[src/rtl/setassoc_pkg.sv]
package setassoc_pkg;
    localparam int WAYS  = 2;
    localparam int WAY_W = 1;

    typedef enum logic [1:0] {
        ST_IDLE   = 2'd0,
        ST_LOOKUP = 2'd1,
        ST_REPLY  = 2'd2
    } ctl_state_e;
endpackage

[src/rtl/tag_way_store.sv]
module tag_way_store #(
    parameter int SETS  = 8,
    parameter int TAG_W = 5,
    localparam int IDX_W = $clog2(SETS)
) (
    input  logic             clk,
    input  logic             rst_n,
    input  logic [IDX_W-1:0] rd_idx,
    output logic             rd_valid,
    output logic [TAG_W-1:0] rd_tag,
    input  logic             wr_en,
    input  logic [IDX_W-1:0] wr_idx,
    input  logic [TAG_W-1:0] wr_tag
);
    logic [SETS-1:0]             valid_q;
    logic [SETS-1:0][TAG_W-1:0]  tag_q;

    always_ff @(posedge clk) begin
        if (!rst_n) begin
            valid_q <= '0;
        end else if (wr_en) begin
            valid_q[wr_idx] <= 1'b1;
        end
    end

    always_ff @(posedge clk) begin
        if (wr_en) begin
            tag_q[wr_idx] <= wr_tag;
        end
    end

    assign rd_valid = valid_q[rd_idx];
    assign rd_tag   = tag_q[rd_idx];
endmodule

[src/rtl/way_match.sv]
module way_match
    import setassoc_pkg::*;
#(
    parameter int TAG_W = 5
) (
    input  logic [WAYS-1:0]             way_valid,
    input  logic [WAYS-1:0][TAG_W-1:0]  way_tag,
    input  logic [TAG_W-1:0]            req_tag,
    output logic                        hit,
    output logic [WAY_W-1:0]            hit_way
);
    logic [WAYS-1:0] match;

    for (genvar w = 0; w < WAYS; w++) begin : g_cmp
        assign match[w] = way_valid[w] && (way_tag[w] == req_tag);
    end

    always_comb begin
        hit_way = '0;
        for (int w = 0; w < WAYS; w++) begin
            if (match[w]) hit_way = WAY_W'(w);
        end
    end

    assign hit = |match;
endmodule

[src/rtl/lru_table.sv]
module lru_table #(
    parameter int SETS = 8,
    localparam int IDX_W = $clog2(SETS)
) (
    input  logic             clk,
    input  logic             rst_n,
    input  logic [IDX_W-1:0] rd_idx,
    output logic             rd_mru,
    input  logic             wr_en,
    input  logic [IDX_W-1:0] wr_idx,
    input  logic             wr_mru
);
    logic [SETS-1:0] mru_q;

    always_ff @(posedge clk) begin
        if (!rst_n) begin
            mru_q <= '0;
        end else if (wr_en) begin
            mru_q[wr_idx] <= wr_mru;
        end
    end

    assign rd_mru = mru_q[rd_idx];
endmodule

[src/rtl/victim_pick.sv]
module victim_pick
    import setassoc_pkg::*;
(
    input  logic [WAYS-1:0]  way_valid,
    input  logic             set_mru,
    output logic [WAY_W-1:0] victim,
    output logic             victim_full
);
    always_comb begin
        victim_full = 1'b0;
        if (!way_valid[0]) begin
            victim = 1'b0;
        end else if (!way_valid[1]) begin
            victim = 1'b1;
        end else begin
            victim      = ~set_mru;
            victim_full = 1'b1;
        end
    end
endmodule

[src/rtl/setassoc_lru_cache.sv]
module setassoc_lru_cache
    import setassoc_pkg::*;
#(
    parameter int ADDR_W = 8,
    parameter int SETS   = 8
) (
    input  logic              clk,
    input  logic              rst_n,
    input  logic              req_valid,
    input  logic [ADDR_W-1:0] req_block,
    output logic              req_ready,
    output logic              resp_valid,
    output logic              resp_hit,
    output logic              resp_way,
    output logic              resp_evict,
    output logic [ADDR_W-1:0] resp_evict_block
);
    localparam int IDX_W = $clog2(SETS);
    localparam int TAG_W = ADDR_W - IDX_W;

    ctl_state_e state_q, state_d;

    logic [ADDR_W-1:0]            blk_q;
    logic [IDX_W-1:0]             req_idx;
    logic [TAG_W-1:0]             req_tag;
    logic [WAYS-1:0]              way_valid;
    logic [WAYS-1:0][TAG_W-1:0]   way_tag;
    logic [WAYS-1:0]              fill_en;
    logic                         hit;
    logic [WAY_W-1:0]             hit_way;
    logic [WAY_W-1:0]             victim;
    logic                         victim_full;
    logic                         set_mru;
    logic                         lookup;
    logic [WAY_W-1:0]             used_way;

    assign req_idx  = blk_q[IDX_W-1:0];
    assign req_tag  = blk_q[ADDR_W-1:IDX_W];
    assign lookup   = (state_q == ST_LOOKUP);
    assign used_way = hit ? hit_way : victim;

    for (genvar w = 0; w < WAYS; w++) begin : g_way
        assign fill_en[w] = lookup && !hit && (victim == WAY_W'(w));

        tag_way_store #(.SETS(SETS), .TAG_W(TAG_W)) u_store (
            .clk      (clk),
            .rst_n    (rst_n),
            .rd_idx   (req_idx),
            .rd_valid (way_valid[w]),
            .rd_tag   (way_tag[w]),
            .wr_en    (fill_en[w]),
            .wr_idx   (req_idx),
            .wr_tag   (req_tag)
        );
    end

    way_match #(.TAG_W(TAG_W)) u_match (
        .way_valid (way_valid),
        .way_tag   (way_tag),
        .req_tag   (req_tag),
        .hit       (hit),
        .hit_way   (hit_way)
    );

    lru_table #(.SETS(SETS)) u_lru (
        .clk    (clk),
        .rst_n  (rst_n),
        .rd_idx (req_idx),
        .rd_mru (set_mru),
        .wr_en  (lookup),
        .wr_idx (req_idx),
        .wr_mru (used_way)
    );

    victim_pick u_victim (
        .way_valid   (way_valid),
        .set_mru     (set_mru),
        .victim      (victim),
        .victim_full (victim_full)
    );

    // state register
    always_ff @(posedge clk) begin
        if (!rst_n) state_q <= ST_IDLE;
        else        state_q <= state_d;
    end

    // transitions: accept, resolve, retire
    always_comb begin
        state_d = state_q;
        unique case (state_q)
            ST_IDLE:   if (req_valid) state_d = ST_LOOKUP;
            ST_LOOKUP: state_d = ST_REPLY;
            ST_REPLY:  state_d = ST_IDLE;
            default:   state_d = ST_IDLE;
        endcase
    end

    // request capture and result registers
    always_ff @(posedge clk) begin
        if (!rst_n) begin
            blk_q            <= '0;
            resp_hit         <= 1'b0;
            resp_way         <= 1'b0;
            resp_evict       <= 1'b0;
            resp_evict_block <= '0;
        end else begin
            if (state_q == ST_IDLE && req_valid) blk_q <= req_block;
            if (lookup) begin
                resp_hit         <= hit;
                resp_way         <= used_way;
                resp_evict       <= !hit && victim_full;
                resp_evict_block <= {way_tag[victim], req_idx};
            end
        end
    end

    // state-decoded outputs
    always_comb begin
        req_ready  = 1'b0;
        resp_valid = 1'b0;
        unique case (state_q)
            ST_IDLE:   req_ready  = 1'b1;
            ST_LOOKUP: ;
            ST_REPLY:  resp_valid = 1'b1;
            default:   ;
        endcase
    end
endmodule

[config.mk]
export PLATFORM = sky130hd
export DESIGN_NAME = setassoc_lru_cache
export DESIGN_NICKNAME = d
export VERILOG_FILES = /design/src/rtl/setassoc_pkg.sv /design/src/rtl/tag_way_store.sv /design/src/rtl/way_match.sv /design/src/rtl/lru_table.sv /design/src/rtl/victim_pick.sv /design/src/rtl/setassoc_lru_cache.sv
export SDC_FILE = /design/constraint.sdc
export NUM_CORES = 1
export LEC_CHECK = 0
export BUFFER_PORTS_ARGS = -buffer_cell sky130_fd_sc_hd__buf_4
export CAP_MARGIN = 20
export CELL_PAD_IN_SITES_DETAIL_PLACEMENT = 0
export CELL_PAD_IN_SITES_GLOBAL_PLACEMENT = 1
export CORE_MARGIN = 2
export CORE_UTILIZATION = 50
export CTS_BUF_LIST = sky130_fd_sc_hd__clkbuf_16
export DETAILED_ROUTE_END_ITERATION = 10
export PLACE_DENSITY = 0.81
export REMOVE_ABC_BUFFERS = 1
export SYNTH_ARGS = -nofsm -noshare
export SYNTH_HDL_FRONTEND = slang
export SYNTH_SLANG_ARGS = --single-unit
[constraint.sdc]
create_clock -name clk -period 7.1 [get_ports clk]
set_input_delay 0 -clock clk [delete_from_list [all_inputs] [get_ports clk]]
set_output_delay 0 -clock clk [all_outputs]
set_load 0.05 [all_outputs]
==> results of run 1 <==
-- metal layers --
metal,global-route usage [%],up-vias,wire length (um)
li1,-,1750,-
met1,31.6,1840,5900
met2,37.6,137,6400
met3,6.58,26,835
met4,9.58,0,283
met5,0,-,0
-- per-stage QoR --
stage,hold WS [ns],util (%)
CTS,0.0951,58.7
global placement,0.243,52.3
global route,0.119,58.7
finish,0.0894,58.7
detailed placement,0.251,52.3
floorplan,0.107,-
-- power breakdown --
group	switching (uW)	leakage (uW)	internal, uW
combinational	85.8	0.000799	50.5
clock	305	0.000294	579
sequential	23.6	0.00110	787
-- registers in the layout, indices dropped and copies added (netlist names) --
| register | flops |
|---|---|
| state_q | 2 |
| g_way.u_store.tag_q | 80 |
| g_way.u_store.valid_q | 16 |
| resp_hit | 1 |
| blk_q | 8 |
| resp_evict_block | 8 |
| resp_evict | 1 |
| resp_way | 1 |
| u_lru.mru_q | 8 |
-- synth_stat cells (4+ instances only) --
cell	n
edfxtp_1	80
nand2_1	69
dfxtp_1	45
mux2i_1	41
nor3_1	22
o21ai_0	17
clkbuf_1	12
o41ai_2	12
a21boi_0	11
a31oi_1	11
nor2_1	11
nand3_1	10
o22ai_1	10
buf_4	8
buf_6	8
buf_2	6
mux2_2	6
a22o_1	4
and2_1	4
o22a_1	4
o41ai_1	4
or3_1	4
-- cells in the final DEF, fill, tap and decap left out, types with 6 or more instances in the layout --
master and n:
nor2_1 11, dfxtp_1 44, o21ai_0 17, a31oi_1 11, dlygate4sd3_1 9, nand3_1 10
edfxtp_1 80, buf_4 27, nor3_1 22, mux2_2 6, a21boi_0 11, clkbuf_16 17
o22ai_1 10, mux2i_1 41, o41ai_2 12, nand2_1 69
-- cell type report --
type | count | area share [%]
Timing Repair Buffer | 36 | 4.60
Clock buffer | 17 | 6.69
Tap cell | 140 | 2.75
Inverter | 4 | 0.236
Sequential cell | 125 | 51.9
Multi-Input combinational cell | 288 | 31.0
Clock inverter | 15 | 2.83
-- cell families after synthesis --
| kind of cell | share of synthesized area, % |
|---|---|
| compound gates | 14.8 |
| xor+xnor | 0.631 |
| buf+inv | 5.05 |
| flops | 59.5 |
| mux | 8.81 |
| simple gates | 11.3 |
-- worst max-delay path by stage --
stage / from / slack, ns / cells after the start / to
finish: blk_q[2] / 3.07 / 6 / g_way[1].u_store.tag_q[7]
global route: blk_q[2] / 2.86 / 6 / g_way[1].u_store.tag_q[31]
CTS: blk_q[2] / 3.14 / 6 / g_way[1].u_store.tag_q[31]
detailed placement: blk_q[2] / 3.17 / 6 / g_way[1].u_store.tag_q[33]
global placement: blk_q[2] / 3.22 / 6 / g_way[1].u_store.tag_q[38]
floorplan: blk_q[0] / 3.03 / 6 / g_way[0].u_store.tag_q[0]
==> metrics.txt, run 1 <==
wire length per cell=about 21 um; Final Net Count=about 480; Finish-stage setup viols=0; setup slack after layout=slightly above 3 ns; # DRC=0; DP Wirelength=between 8 and 9 mm; initial antenna violation count=0; DIE AREA=0.0120 mm^2; Synth Warn #=0; largest fanout on the critical path=25; Top Ports=24; vias in the first global route=approximately 3.7k; Reg clk slew, reported paths=around 0.060 ns; clk_lat worst skew=between 0.4 and 0.5 ns; max-cap violations=0; global route overflow=0; power density cells=about 290 mW/mm^2; CP delay by family, top=compound AO/OA/AOI/OAI gates; Area contributors post-synth=edfxtp_1 43%, dfxtp_1 16%, mux2i_1 7.4%; clk buf depth=2; WHS Endpoint=blk_q[7]; gpl congestion=about 0.86; first-pass GRT wire length=between 20 and 25 mm; PostCTS Resize Cnt=0; via count=~3.8k; initial core utilization=between 50 and 60%; synthesis-to-layout area growth=14.6%; post-CTS setup buffer count=0; total core area=0.0108 mm^2; Post-DP Area=between 0.005 and 0.006 mm^2; final wirelength=13.4 mm; FF+latch area=0.00330 mm^2; Cells on Worst Hold Path=2; Port Buffers=23; Worst setup SP type=register; synthesized instance count=approximately 450; Die Wd=around 110 um; Min Clock Period, post-route=approximately 4 ns; Max stage delay cell, worst path=dfxtp_1; Rows=38; Synth cell types=54; dpl cells=slightly below 600; Arr. time, crit path=4.07 ns; Max Freq=~250 MHz; sequential area share after synthesis=roughly three fifths; CTS tree=done; RSZ-0062 raised after global routing=false; Slew Limit Headroom=21.7%; top cell type's share of synthesized area=43.3%; CTS Buf Count=17; setup slack, reg-to-reg=around 3 ns; pin count of the biggest net entering global routing=between 50 and 60; final std cells w/o fill=between 600 and 700; DR vias/cell=6.00; HP Start=rst_n; 1st-pass router iterations=5; fill count=a little under 900; all-layer global routing usage=a little under a quarter; Final Max Slew Viols=0; DR iter-0 viols=316; Setup WS pre-CTS=around 3.2 ns; status=finished, final reports clean; Post-synth EDFFs=80; Peak VDD IR=around 0.14 mV; Crit. End Element=register; multi-input logic area=a little under 0.002 mm^2; Syn Area/Cell=approximately 12 um^2; Fin. Hold Viols=0; total power=approximately 1800 uW; post-synth top area cell=edfxtp_1; Reg2Reg Capture Point=g_way[1].u_store.tag_q[7]; DRT antenna net count=0; Synth Flop Type=edfxtp_1; Final Cycle Share=between 50% and 60%; worst path cell trace=nand2b_1, o32ai_1, a221oi_2, o21a_1, nand2_1, nor3_1; share of cells above drive strength 1=16.1%; # diodes=0; Crit path largest cell delay=0.99 ns; clk_skew=roughly 0.008 ns; Seq cells post-synth=125; reg2reg start=blk_q[2]; worst slew pin tran=approximately 1.2 ns; buffers plus inverters on the worst setup path=0; CTS root buf=clkbuf_16; TNS Setup=0 ns; async set or reset register ratio after synthesis=0%; mapped cell area=about 0.0056 mm^2; Reg2Reg Depth=6; Hold Crit Class=input pin to register; CP Class=register to register; Hold-fix buffers, CTS=9; H-tree Lvls=4; WP data required=just over 7 ns; Lkg Pwr=0.00220 uW; chip height=between 100 and 150 um; final instance area=roughly 0.0064 mm^2; CTS sink cnt=between 100 and 150
(Power assumes the default switching activity.)
==> run 2: changes to the inputs <==
- clock period: 7.1 -> 4.2 ns (I/O delays scaled with it)
==> metrics.txt, run 2 (synthesis gave the netlist of run 1 again) <==
CP Class=register to register; Largest regs=g_way.u_store.tag_q: 80 flops, g_way.u_store.valid_q: 16 flops; pin count of the biggest net entering global routing=54 (unchanged); RSZ-0062 raised after global routing=false; commonest non-fill, non-tap cell in the layout=edfxtp_1; Worst setup SP type=register; Top reg by flops=g_way.u_store.tag_q; DR iter-0 viols=368 (+16%); DIE AREA=0.0120 mm^2 (unchanged); CTS root buf=clkbuf_16; largest fanout on the critical path=18 (-28%); Slew Limit Headroom=30.1% (+8.4 points); PostCTS Resize Cnt=0 (unchanged); Final Net Count=493 (+2.1%); CP delay by family, top=compound AO/OA/AOI/OAI gates; Reg2Reg Depth=7 (+1); CTS Buf Count=17 (unchanged); CTS sink cnt=125 (unchanged); Max Freq=290 MHz (+17%); Crit. End Element=register; Layout Utilization=59.7% (+1.0 points); synthesis-to-layout area growth=16.6%; initial antenna violation count=0 (unchanged); Hold-fix buffers, CTS=9 (unchanged); max reg flops=80 (unchanged); chip height=109 um (unchanged); H-tree Lvls=4 (unchanged); Final Max Slew Viols=0 (unchanged); global route overflow=0 (unchanged); Die Wd=109 um (unchanged); Crit path largest cell delay=0.73 ns (-0.26 ns); first-pass GRT wire length=21.5 mm (+3.9%); TNS Setup=0 ns (unchanged); Cells on Worst Hold Path=2 (unchanged); share of cells above drive strength 1=17.8% (+1.7 points); Peak VDD IR=0.350 mV (+150%); status=finished, final reports clean; vias in the first global route=3,643 (-0.76%); Rows=38 (unchanged); DR vias/cell=6.08 (+1.3%); Finish-stage setup viols=0 (unchanged); final wirelength=14.0 mm (+4.4%); Max stage delay cell, worst path=dfxtp_1; Top Ports=24 (unchanged); Min Clock Period, post-route=3.44 ns (-0.589 ns); clk_skew=0.0113 ns (+0.00315 ns); DP Wirelength=9.04 mm (+6.6%); clk_lat worst skew=0.42 ns (about the same); worst path cell trace=buf_4, mux2_2, a221o_1, a22oi_1, o21a_1, nand2_1, nor3_1; Critical Path Stages=7 (+1); # DRC=0 (unchanged); total core area=0.0108 mm^2 (unchanged); WP data required=4.24 ns (-2.90 ns); Reg clk slew, reported paths=0.05 ns (about the same); Port Buffers=23 (unchanged); DRT antenna net count=0 (unchanged); initial core utilization=51.2% (unchanged); via count=3,861 (+2.9%); Final Cycle Share=82.0% (+25 points); CTS tree=done; worst slew pin tran=1.04 ns (-0.125 ns); commonest cells after routing, fill and taps aside=80 x edfxtp_1, 69 x nand2_1, 44 x dfxtp_1; # diodes=0 (unchanged); wire length per cell=22.0 um (+2.7%); Hold Crit Class=input pin to register; Fin. Hold Viols=0 (unchanged); Arr. time, crit path=3.49 ns (-0.58 ns); gpl congestion=0.876 (+1.7%); clk buf depth=2 (unchanged); 1st-pass router iterations=6 (+1); Lkg Pwr=0.00226 uW (+3.0%); post-CTS setup buffer count=0 (unchanged); max-cap violations=0 (unchanged); buffers plus inverters on the worst setup path=1 (+1); all-layer global routing usage=25.3% (+1.4 points); power density cells=490 mW/mm^2 (+70%)
==> run 2: stage by stage <==
stage | instance area, um^2 | std cells | hold WS (ns) | setup WS (ns) | total power, uW
detailed placement | 5750 | 594 | 0.254 | 0.777 | 1630
global placement | 5750 | 594 | 0.246 | 0.965 | 1630
global route | 6470 | 635 | 0.119 | 0.556 | 3250
finish | 6470 | 635 | 0.0846 | 0.756 | 3170
CTS | 6470 | 635 | 0.102 | 0.771 | 3170
floorplan | 5290 | 417 | 0.107 | 0.130 | 1530
==> run 2: path summary, 6_finish.rpt <==
kind / slack [ns] / from / endpoint
min: 0.08 / rst_n / blk_q[7]
max reg2reg: 0.76 / blk_q[2] / g_way[1].u_store.tag_q[16]
min reg2reg: 0.46 / g_way[0].u_store.valid_q[7] / g_way[0].u_store.valid_q[7]
max: 0.76 / blk_q[2] / g_way[1].u_store.tag_q[16]
==> run 2: report_power, final <==
group | leakage, uW | switching, uW | internal (uW) | total, uW
registers | 0.00110 | 29.0 | 1330 | 1360
logic | 0.000855 | 162 | 93.9 | 256
clock network | 0.000304 | 519 | 1040 | 1560
total | 0.00226 | 709 | 2460 | 3170
==> run 2: final cells by class <==
class | count | area, um^2
Clock buffer | 17 | 425
Clock inverter | 15 | 205
Fill cell | 877 | 4370
Inverter | 4 | 15.0
Multi-Input combinational cell | 288 | 1970
Sequential cell | 125 | 3300
Tap cell | 140 | 175
Timing Repair Buffer | 46 | 380
==> run 2: per-layer routing <==
| metal | vias to the layer above | wire [um] | track usage (%) |
|---|---|---|---|
| li1 | 1768 | - | - |
| met1 | 1824 | 6080 | 35.6 |
| met2 | 233 | 6450 | 38.7 |
| met3 | 36 | 1110 | 4.62 |
| met4 | 0 | 370 | 10.8 |
| met5 | - | 0 | 0 |
==> run 3: changes to the inputs <==
- CORE_UTILIZATION: 50 -> 45
- PLACE_DENSITY: 0.81 -> 0.77
- clock period: 4.2 -> 3 ns (I/O delays scaled with it)
==> metrics.txt, run 3 (synthesis gave the netlist of run 1 again) <==
H-tree Lvls=4 (unchanged); Flop pwr share=44.7% (+1.9 points); Worst setup SP type=register; wire length per cell=20.9 um (-5.1%); vias in the first global route=3,831 (+5.2%); CTS Buf Count=17 (unchanged); DIE AREA=0.0132 mm^2 (+11%); chip height=115 um (+5.2%); max-cap violations=0 (unchanged); all-layer global routing usage=22.8% (-2.6 points); global route overflow=0 (unchanged); 1st-pass router iterations=5 (-1); CP startpoint=blk_q[2]; Setup WS pre-CTS=0.000909 ns (-0.776 ns); worst slew pin tran=0.656 ns (-0.384 ns); Final Max Slew Viols=0 (unchanged); largest fanout on the critical path=11 (-7); WP data required=3.13 ns (-1.11 ns); Slew Limit Headroom=55.9% (+26 points); clk_lat worst skew=0.42 ns (about the same); # DRC=0 (unchanged); Hold Slack=0.0818 ns (-0.00279 ns); Sw Share=25.1% (+2.7 points); Fin. Hold Viols=0 (unchanged); pin count of the biggest net entering global routing=54 (unchanged); Lkg Pwr=0.00248 uW (+9.4%); first-pass GRT wire length=22.1 mm (+2.7%); NetSw=1060 uW (+50%); combinational power share=9.5% (+1.4 points); Worst setup endpoint=g_way[1].u_store.tag_q[29]; FF+latch area=0.00330 mm^2 (unchanged); status=finished, final reports clean; Post-DP Area=0.00610 mm^2 (+6.0%); Reg2Reg Capture Point=g_way[1].u_store.tag_q[29]; Reg clk slew, reported paths=0.06 ns (about the same); gpl congestion=0.883 (+0.89%); Arr. time, crit path=2.99 ns (-0.50 ns); Crit. End Element=register; DR iter-0 viols=325 (-12%); total core area=0.0120 mm^2 (+11%); Largest regs=g_way.u_store.tag_q: 80 flops, g_way.u_store.valid_q: 16 flops; initial antenna violation count=0 (unchanged); multi-input logic area=0.00201 mm^2 (+2.1%); final instance area=0.00680 mm^2 (+4.9%); DRT antenna net count=0 (unchanged); CTS tree=done; Hold Crit Class=input pin to register; commonest cells after routing, fill and taps aside=80 x edfxtp_1, 73 x buf_4, 69 x nand2_1; Final Cycle Share=95.2% (+13 points); Die Wd=115 um (+5.2%); clk buf depth=2 (unchanged); # diodes=0 (unchanged); setup slack after layout=0.144 ns (-0.612 ns); initial core utilization=46.2% (-5.0 points); DP Wirelength=9.79 mm (+8.4%); Port Buffers=23 (unchanged); max reg flops=80 (unchanged); commonest non-fill, non-tap cell in the layout=edfxtp_1; synthesis-to-layout area growth=22.4%; DR vias/cell=5.82 (-4.2%); Rows=40 (+5.3%); share of cells above drive strength 1=26.4% (+8.6 points); Final Net Count=533 (+8.1%); via count=3,971 (+2.8%); Clock Power Share=45.7% (-3.4 points); Reg2Reg Depth=9 (+2); fill count=1,024 (+17%); P_int=3160 uW (+28%); setup slack, reg-to-reg=0.14 ns (-0.61 ns); CTS root buf=clkbuf_16; Top Ports=24 (unchanged); Peak VDD IR=0.305 mV (-13%); CP Class=register to register; final wirelength=14.3 mm (+2.0%); Top reg by flops=g_way.u_store.tag_q; RSZ-0062 raised after global routing=false; clk_skew=0.00930 ns (-0.00199 ns); Min Clock Period, post-route=2.86 ns (-0.588 ns); power density cells=622 mW/mm^2 (+27%); Finish-stage setup viols=0 (unchanged); CTS sink cnt=125 (unchanged); reg2reg start=blk_q[2]; Max Freq=350 MHz (+21%)
run 3: cell types whose count changed in the layout (fill, tap and decap cells not counted), sizes merged:
cell and delta:
clkinv -1, buf +40, inv +3, clkinvlp +2, bufinv -4
run 3: power groups by stage:
stage | combinational [uW] | clock [uW] | sequential [uW]
after global routing | 431 | 2040 | 1890
final | 402 | 1930 | 1890
after floorplan | 179 | 0 | 1960
after CTS | 398 | 1950 | 1890
after global placement | 382 | 0 | 1920
after detailed placement | 386 | 0 | 1930
run 3: per-layer routing:
layer	global-route usage (%)	share of wire (%)	vias up
li1	-	-	1856
met1	31.6	44	1924
met2	35.5	48	168
met3	5.64	6.2	23
met4	7.23	1.7	0
met5	0	0	-
run 3: through the flow:
stage | setup TNS, ns | power [uW] | cells | utilization, %
after floorplan | -107.86 | 2140 | 417 | -
after global placement | 0 | 2310 | 641 | 50.8
after detailed placement | 0 | 2310 | 641 | 50.8
after CTS | 0 | 4240 | 682 | 56.3
after global routing | 0 | 4360 | 682 | 56.6
final | 0 | 4220 | 682 | 56.6
run 3: repair_timing:
action | CTS | global route
resized for setup | 2 | 7
buffers inserted | 0 | 0
hold buffers | 9 | 0
endpoints found under the setup margin | 10 | 35
endpoints found under the hold margin | 9 | 0
run 3: worst min path at each step:
| stage | cells past startpoint | start | end |
|---|---|---|---|
| 6_report | 2 | rst_n | blk_q[3] |
| 5_1_grt | 2 | rst_n | blk_q[3] |
| 4_1_cts | 3 | rst_n | g_way[0].u_store.valid_q[7] |
| 3_5_place_dp | 2 | req_valid | state_q[0] |
| 3_3_place_gp | 2 | req_valid | state_q[0] |
| 2_1_floorplan | 2 | rst_n | g_way[0].u_store.valid_q[7] |
run 3: area by class of cell:
type / count / share of cell area (%)
clock buffers: 17 / 6.26
clock inverters: 15 / 2.03
inverters: 4 / 0.221
multi-input cells: 288 / 29.6
flip-flops and latches: 125 / 48.6
well taps: 147 / 2.71
repair buffers: 86 / 10.6
run 3: critical path, stage by stage (launching register included):
cell and delay, ns:
dfxtp_1 0.57, nor2b_1 0.20, buf_4 0.19, a22o_1 0.22
a311oi_2 0.40, xnor2_1 0.14, and4_4 0.27, buf_4 0.17
nor3_1 0.22, buf_4 0.19
